===== src/rtl/hbp_pkg.sv =====
package hbp_pkg;

   typedef enum logic [1:0] {
      HINT_SNT = 2'b00,
      HINT_STK = 2'b01,
      HINT_DNT = 2'b10,
      HINT_DTK = 2'b11
   } hint_e;

   function automatic logic hint_is_dynamic(input logic [1:0] h);
      return h[1];
   endfunction

   function automatic logic hint_default_dir(input logic [1:0] h);
      return h[0];
   endfunction

endpackage


===== src/rtl/hbp_addr_split.sv =====
module hbp_addr_split #(
   parameter int ADDR_W    = 32,
   parameter int ALIGN_LSB = 2,
   parameter int IDX_W     = 6,
   parameter int TAG_W     = 10,
   parameter bit FOLD_TAG  = 1'b1
) (
   input  logic [ADDR_W-1:0] addr,
   output logic [IDX_W-1:0]  idx,
   output logic [TAG_W-1:0]  tag
);
   localparam int HI_LSB = ALIGN_LSB + IDX_W;
   localparam int HI_W   = ADDR_W - HI_LSB;

   logic [HI_W-1:0] hi_bits;

   assign idx     = addr[ALIGN_LSB +: IDX_W];
   assign hi_bits = addr[ADDR_W-1:HI_LSB];

   generate
      if (ALIGN_LSB > 0) begin : g_lo
         logic unused_lo;
         assign unused_lo = ^addr[ALIGN_LSB-1:0];
      end

      if (FOLD_TAG) begin : g_fold
         always_comb begin
            tag = '0;
            for (int i = 0; i < HI_W; i++) begin
               tag[i % TAG_W] = tag[i % TAG_W] ^ hi_bits[i];
            end
         end
      end else begin : g_trunc
         assign tag = hi_bits[TAG_W-1:0];
         if (HI_W > TAG_W) begin : g_drop
            logic unused_hi;
            assign unused_hi = ^hi_bits[HI_W-1:TAG_W];
         end
      end
   endgenerate

endmodule


===== src/rtl/hbp_table.sv =====
module hbp_table #(
   parameter int IDX_W = 6,
   parameter int TAG_W = 10,
   parameter int CTR_W = 2
) (
   input  logic             clk,
   input  logic             rst_n,
   input  logic [IDX_W-1:0] rd_idx,
   input  logic [TAG_W-1:0] rd_tag,
   output logic             rd_hit,
   output logic [CTR_W-1:0] rd_ctr,
   input  logic             wr_req,
   input  logic             wr_dyn,
   input  logic [IDX_W-1:0] wr_idx,
   input  logic [TAG_W-1:0] wr_tag,
   input  logic             wr_taken
);
   localparam int              ENTRIES = 1 << IDX_W;
   localparam logic [CTR_W-1:0] CTR_MAX = '1;
   localparam logic [CTR_W-1:0] CTR_MIN = '0;
   localparam logic [CTR_W-1:0] WEAK_T  = {1'b1, {(CTR_W-1){1'b0}}};
   localparam logic [CTR_W-1:0] WEAK_NT = {1'b0, {(CTR_W-1){1'b1}}};

   logic [ENTRIES-1:0]            valid_q;
   logic [ENTRIES-1:0][TAG_W-1:0] tag_q;
   logic [ENTRIES-1:0][CTR_W-1:0] ctr_q;

   logic             wr_hit;
   logic             wr_en;
   logic [CTR_W-1:0] wr_cur;
   logic [CTR_W-1:0] wr_next;

   // read port: combinational, sees state before any same-cycle write
   assign rd_hit = valid_q[rd_idx] && (tag_q[rd_idx] == rd_tag);
   assign rd_ctr = ctr_q[rd_idx];

   // write port
   assign wr_hit = valid_q[wr_idx] && (tag_q[wr_idx] == wr_tag);
   assign wr_cur = ctr_q[wr_idx];
   assign wr_en  = wr_req && wr_dyn;

   always_comb begin
      if (!wr_hit) begin
         wr_next = wr_taken ? WEAK_T : WEAK_NT;
      end else if (wr_taken) begin
         wr_next = (wr_cur == CTR_MAX) ? wr_cur : wr_cur + 1'b1;
      end else begin
         wr_next = (wr_cur == CTR_MIN) ? wr_cur : wr_cur - 1'b1;
      end
   end

   generate
      for (genvar e = 0; e < ENTRIES; e++) begin : g_entry
         always_ff @(posedge clk or negedge rst_n) begin
            if (!rst_n) begin
               valid_q[e] <= 1'b0;
               tag_q[e]   <= '0;
               ctr_q[e]   <= WEAK_NT;
            end else if (wr_en && (wr_idx == IDX_W'(e))) begin
               valid_q[e] <= 1'b1;
               tag_q[e]   <= wr_tag;
               ctr_q[e]   <= wr_next;
            end
         end
      end
   endgenerate

   // static-hinted updates leave the whole table untouched
   a_r4_static_keeps_table: assert property (@(posedge clk) disable iff (!rst_n)
      (wr_req && !wr_dyn) |=> ($stable(valid_q) && $stable(tag_q) && $stable(ctr_q)));

   // a missing dynamic update allocates a weak entry on the outcome's side
   a_r6_alloc_weak: assert property (@(posedge clk) disable iff (!rst_n)
      (wr_en && !wr_hit) |=>
         (valid_q[$past(wr_idx)] && (tag_q[$past(wr_idx)] == $past(wr_tag)) &&
          (ctr_q[$past(wr_idx)] == ($past(wr_taken) ? WEAK_T : WEAK_NT))));

   // saturation at the top
   a_r7_saturate_top: assert property (@(posedge clk) disable iff (!rst_n)
      (wr_en && wr_hit && wr_taken && (wr_cur == CTR_MAX)) |=>
         (ctr_q[$past(wr_idx)] == CTR_MAX));

   // saturation at the bottom
   a_r7_saturate_bottom: assert property (@(posedge clk) disable iff (!rst_n)
      (wr_en && wr_hit && !wr_taken && (wr_cur == CTR_MIN)) |=>
         (ctr_q[$past(wr_idx)] == CTR_MIN));

   // reset leaves no valid entry
   a_r1_reset_empty: assert property (@(posedge clk)
      (!rst_n) |=> (valid_q == '0));

endmodule


===== src/rtl/hbp_decide.sv =====
module hbp_decide
   import hbp_pkg::*;
#(
   parameter int CTR_W       = 2,
   parameter bit HONOR_HINTS = 1'b1
) (
   input  logic             clk,
   input  logic             rst_n,
   input  logic [1:0]       hint,
   input  logic             hit,
   input  logic [CTR_W-1:0] ctr,
   output logic             taken
);
   generate
      if (HONOR_HINTS) begin : g_honor
         always_comb begin
            if (hint_is_dynamic(hint) && hit) begin
               taken = ctr[CTR_W-1];
            end else begin
               taken = hint_default_dir(hint);
            end
         end

         // static not-taken is never overridden by the table
         a_r2_snt_not_taken: assert property (@(posedge clk) disable iff (!rst_n)
            (hint == HINT_SNT) |-> !taken);

         // static taken is never overridden by the table
         a_r3_stk_taken: assert property (@(posedge clk) disable iff (!rst_n)
            (hint == HINT_STK) |-> taken);

         // dynamic miss follows the hint's direction
         a_r5_miss_default: assert property (@(posedge clk) disable iff (!rst_n)
            (hint_is_dynamic(hint) && !hit) |-> (taken == (hint == HINT_DTK)));
      end else begin : g_ignore
         logic unused_hint;
         assign unused_hint = ^hint;
         assign taken = hit ? ctr[CTR_W-1] : 1'b1;
      end
   endgenerate

endmodule


===== src/rtl/hint_branch_predictor.sv =====
module hint_branch_predictor
   import hbp_pkg::*;
#(
   parameter int ADDR_W      = 32,
   parameter int ALIGN_LSB   = 2,
   parameter int IDX_W       = 6,
   parameter int TAG_W       = 10,
   parameter int CTR_W       = 2,
   parameter bit FOLD_TAG    = 1'b1,
   parameter bit HONOR_HINTS = 1'b1
) (
   input  logic              clk,
   input  logic              rst_n,
   input  logic [ADDR_W-1:0] pred_addr,
   input  logic [1:0]        pred_hint,
   output logic              pred_taken,
   input  logic              upd_valid,
   input  logic [ADDR_W-1:0] upd_addr,
   input  logic [1:0]        upd_hint,
   input  logic              upd_taken
);
   localparam int USED_W = ALIGN_LSB + IDX_W + TAG_W;

   generate
      if (IDX_W < 1 || IDX_W > 12) begin : g_bad_idx
         $error("hint_branch_predictor: IDX_W must be within 1..12");
      end
      if (TAG_W < 1) begin : g_bad_tag
         $error("hint_branch_predictor: TAG_W must be at least 1");
      end
      if (CTR_W < 2) begin : g_bad_ctr
         $error("hint_branch_predictor: CTR_W must be at least 2");
      end
      if (USED_W > ADDR_W) begin : g_bad_addr
         $error("hint_branch_predictor: ALIGN_LSB + IDX_W + TAG_W exceeds ADDR_W");
      end
   endgenerate

   logic [IDX_W-1:0] p_idx, u_idx;
   logic [TAG_W-1:0] p_tag, u_tag;
   logic             p_hit;
   logic [CTR_W-1:0] p_ctr;
   logic             u_dyn;

   hbp_addr_split #(
      .ADDR_W(ADDR_W), .ALIGN_LSB(ALIGN_LSB), .IDX_W(IDX_W),
      .TAG_W(TAG_W), .FOLD_TAG(FOLD_TAG)
   ) u_pred_split (
      .addr(pred_addr), .idx(p_idx), .tag(p_tag)
   );

   hbp_addr_split #(
      .ADDR_W(ADDR_W), .ALIGN_LSB(ALIGN_LSB), .IDX_W(IDX_W),
      .TAG_W(TAG_W), .FOLD_TAG(FOLD_TAG)
   ) u_upd_split (
      .addr(upd_addr), .idx(u_idx), .tag(u_tag)
   );

   generate
      if (HONOR_HINTS) begin : g_upd_honor
         assign u_dyn = hint_is_dynamic(upd_hint);
      end else begin : g_upd_ignore
         logic unused_upd_hint;
         assign unused_upd_hint = ^upd_hint;
         assign u_dyn = 1'b1;
      end
   endgenerate

   hbp_table #(
      .IDX_W(IDX_W), .TAG_W(TAG_W), .CTR_W(CTR_W)
   ) u_table (
      .clk(clk), .rst_n(rst_n),
      .rd_idx(p_idx), .rd_tag(p_tag), .rd_hit(p_hit), .rd_ctr(p_ctr),
      .wr_req(upd_valid), .wr_dyn(u_dyn), .wr_idx(u_idx),
      .wr_tag(u_tag), .wr_taken(upd_taken)
   );

   hbp_decide #(
      .CTR_W(CTR_W), .HONOR_HINTS(HONOR_HINTS)
   ) u_decide (
      .clk(clk), .rst_n(rst_n),
      .hint(pred_hint), .hit(p_hit), .ctr(p_ctr), .taken(pred_taken)
   );

   // a prediction at the index being written reflects pre-write state,
   // so a dynamic hit that flips the counter's upper bit is seen one cycle later
   a_r9_pre_update_read: assert property (@(posedge clk) disable iff (!rst_n)
      (upd_valid && u_dyn && (p_idx == u_idx) && (p_tag == u_tag) && p_hit &&
       hint_is_dynamic(pred_hint) && $stable(pred_addr)) |->
         (pred_taken == p_ctr[CTR_W-1]));

endmodule


===== config.mk =====
export PLATFORM = sky130hd
export DESIGN_NAME = hint_branch_predictor
export DESIGN_NICKNAME = d
export VERILOG_FILES = /design/src/rtl/hbp_pkg.sv /design/src/rtl/hbp_addr_split.sv /design/src/rtl/hbp_table.sv /design/src/rtl/hbp_decide.sv /design/src/rtl/hint_branch_predictor.sv
export SDC_FILE = /design/constraint.sdc
export NUM_CORES = 2
export LEC_CHECK = 0
export CORE_MARGIN = 2
export CORE_UTILIZATION = 50
export CTS_BUF_LIST = sky130_fd_sc_hd__clkbuf_8
export CTS_CLUSTER_DIAMETER = 120
export DETAILED_ROUTE_END_ITERATION = 8
export DONT_BUFFER_PORTS = 1
export PLACE_DENSITY_LB_ADDON = 0.25
export SETUP_SLACK_MARGIN = 0.02
export SYNTH_ARGS = -nofsm -noshare
export SYNTH_HDL_FRONTEND = slang
export SYNTH_SLANG_ARGS = --single-unit
export TNS_END_PERCENT = 30

===== constraint.sdc =====
create_clock -name clk -period 4.4 [get_ports clk]
set_input_delay 0.44 -clock clk [delete_from_list [all_inputs] [get_ports clk]]
set_output_delay 0.44 -clock clk [all_outputs]
set_load 0.01 [all_outputs]

==> flow_summary.json <==
{
  "stdcell_area_mm2": 0.04763,
  "path_clk_slew_ps": 60,
  "power_frac_seq": 0.476,
  "startpoint": "u_table.tag_q[365]$_DFFE_PN0P_",
  "cp-start-kind": "register",
  "clock_tree.buffer_depth": 3,
  "cts_setup_buffers": 0,
  "clockRootBuffer": "clkbuf_8",
  "dr.pass1.iters": 9,
  "crit_path_cell_trace": "mux4_2, mux4_2, a21oi_1, xnor2_1, nand2_1, a2111oi_0, nand4_1, mux2_2",
  "antenna_found_initial": 5,
  "pwr-share-comb": 0.153,
  "required_ps": 3960,
  "drive_above_1_share": 0.2311,
  "ys_warn_count": 0,
  "crit_arrival_ps": 3890,
  "status": "finished, violations left",
  "worst_slew_pin_slew_ps": 1886,
  "grt-busiest-layer": "met2",
  "synth.avg_cell_area_um2": 11.42,
  "ir_drop_mv": 0.2920,
  "avgRoutedWirePerCell_um": 27.83,
  "instances_no_fill": 5000,
  "synth.area.top_cells": "dfrtp_1 (44%), mux4_2 (21%), o21ai_0 (7.1%)",
  "ant_nets": 0,
  "via_per_inst": 6.402,
  "io_pins": 73,
  "p_sw_frac": 0.2807,
  "use_met3": 0.09473,
  "syn-num-nets": 3915,
  "power_density_mw_per_mm2": 398.5,
  "cts_tree": "built",
  "grt_setup_unrepaired": "false",
  "start_util": 0.5049,
  "critPathMostFrequentCell": "mux4_2",
  "setup-violations-final": 0,
  "dpl_worst_slack_ps": 141.8,
  "io_buffers": 0,
  "setup_ws_ps": 67.72,
  "synthFlopType": "dfrtp_1",
  "final.setup.tns_ps": 0,
  "nets": 3812,
  "wirelength_mm": 139.2,
  "fp-row-count": 108,
  "dpl.hpwl_mm": 81.86,
  "fin_crit_ps": 4332,
  "async_flop_share": 1.000,
  "drv_cap": 0,
  "grt_pass1_wl_mm": 207.4,
  "dp_cells": 4745,
  "grt_pass1_vias": 31098,
  "hold_viol_final": 83,
  "postSynthCellCount": 3843,
  "p_leak_nw": 20.65,
  "drv_slew": 293,
  "crit_fanout": 3,
  "failed_checks": "negative hold slack, max-slew violations",
  "met2_usage": 0.4514,
  "dieArea_mm2": 0.09013,
  "clock_latency_ps": 820,
  "r2r_start": "u_table.tag_q[352]$_DFFE_PN0P_",
  "path_class": "reg2out",
  "post-route-drc-count": 0,
  "critPathSlowestCell": "mux4_2",
  "post-synth-top-count-cell": "nand2_1",
  "cp-end-kind": "primary output",
  "finClkSkew_ps": 34.18,
  "cts_buffers": 141,
  "p_int_mw": 13.65,
  "p_switching_mw": 5.327,
  "first_iter_violations": 3652,
  "ys_ff_latch": 832,
  "cts.htree.levels": 4,
  "hold_path_class": "in2async",
  "grt_max_degree": 833,
  "yosysSeqAreaShare": 0.4764,
  "ys_top_cells_by_count": "nand2_1 (793), dfrtp_1 (768), o21ai_0 (620)",
  "syn_to_final_growth_pct": 8.561,
  "synth.top_cell.area_share": 0.4380,
  "fmax_mhz": 230.8,
  "use_met1": 0.4414,
  "die_y_um": 300.2,
  "clock-sinks": 832,
  "netlist_area_mm2": 0.04387,
  "ys_types": 63,
  "max_stage_delay_ps": 540,
  "die_x_um": 300.2,
  "num_vias": 32010,
  "grt_usage": 0.3138,
  "place_congestion": 0.9729,
  "pwr-share-clk": 0.371,
  "synth_top_area_cell": "dfrtp_1",
  "core_mm2": 0.08689,
  "slew_headroom": -0.2573,
  "synth_edf_count": 0,
  "placed_cell_area_mm2": 0.04462,
  "grt_overflow": 0,
  "finalCritPeriodShare": 0.9846,
  "hold_ws_ps": -309.1
}
[power by group through the flow]
stage               clock [mW]  sequential [mW]  combinational [mW]
global route              7.47             9.13                3.12
finish                    7.03             9.04                2.90
global placement             0             9.11                2.62
CTS                       7.14             9.02                2.68
floorplan                    0             8.96                2.19
detailed placement           0             9.15                2.68
[through the flow]
step,utilization,power [mW]
after CTS,0.5464,18.85
final,0.5482,18.98
after global routing,0.5481,19.72
after detailed placement,0.5135,11.83
after floorplan,-,11.16
after global placement,0.5135,11.72
[cell type report]
cell class | count | area, µm²
fill | 7405 | 39260
multi-input combinational | 2638 | 21340
sequential | 832 | 20900
clock buffer | 181 | 2491
tap | 1155 | 1445
timing repair buffer | 118 | 1074
clock inverter | 65 | 341.6
inverter | 9 | 33.78
antenna | 2 | 5.005
[placed cells by master, fill, tap and decap left out, types with 11 or more instances in the layout]
master / instances
o21ai_0: 620
mux2_2: 14
xnor2_1: 30
mux4_2: 400
a22oi_1: 47
a221oi_1: 11
nand3_1: 25
inv_1: 50
o21ai_1: 77
dfstp_2: 64
xor2_1: 17
buf_4: 103
o21ai_2: 60
nor2b_1: 13
nor3_1: 11
nand2b_1: 65
nor2_1: 87
nand2_1: 793
dfrtp_1: 768
a21oi_1: 48
mux2i_1: 207
clkbuf_8: 181
[flip-flops by register name, summed over array words and instances, names as in the netlist]
register and flops:
u_table.tag_q 640, u_table.ctr_q 128, u_table.valid_q 64
[cells by family (layout without fill, tap and decap cells)]
group           count (synthesis)  in the layout  share of synthesized area
flops                         832            832                     0.4764
buf+inv                       373            373                    0.03987
simple gates                 1029           1029                    0.09605
compound gates                930            930                     0.1199
mux                           622            622                     0.2564
xor+xnor                       57             57                    0.01138
other cells                     0              2                          0
[layer usage]
| layer | up-vias | part of all wire | routed length, µm |
|---|---|---|---|
| met1 | 16220 | 0.40 | 56130 |
| met5 | - | 0.00025 | 35 |
| met3 | 359 | 0.11 | 15410 |
| met2 | 1663 | 0.44 | 61020 |
| met4 | 6 | 0.047 | 6552 |
| li1 | 13762 | - | - |
[path summary, 6_finish.rpt]
check | slack (ps) | cells after the start | endpoint
min in group clk | 80 | 4 | u_table.ctr_q[15]$_DFFE_PN0P_
max in group asynchronous | 2630 | 3 | u_table.tag_q[621]$_DFFE_PN0P_
min reg2reg | 470 | 2 | u_table.ctr_q[94]$_DFFE_PN1P_
min | -310 | 1 | u_table.ctr_q[3]$_DFFE_PN0P_
max reg2reg | 190 | 11 | u_table.ctr_q[94]$_DFFE_PN1P_
max | 70 | 8 | pred_taken
[what timing repair did]
item | CTS | global route
hold buffers | 2 | 2
hold endpoints to repair | 834 | 485
cloned | 0 | 0
endpoints found under the setup margin | 1 | 1
resized for setup | 2 | 5
[critical path: cells and delay by family, from the launching register on]
| kind | cells | cell delay (ps) |
|---|---|---|
| AO/OA/AOI/OAI | 2 | 810 |
| flip-flops | 1 | 400 |
| multiplexers | 3 | 1410 |
| XOR/XNOR | 1 | 170 |
| AND/OR/NAND/NOR | 2 | 280 |
Power figures use the tool's default switching activity.
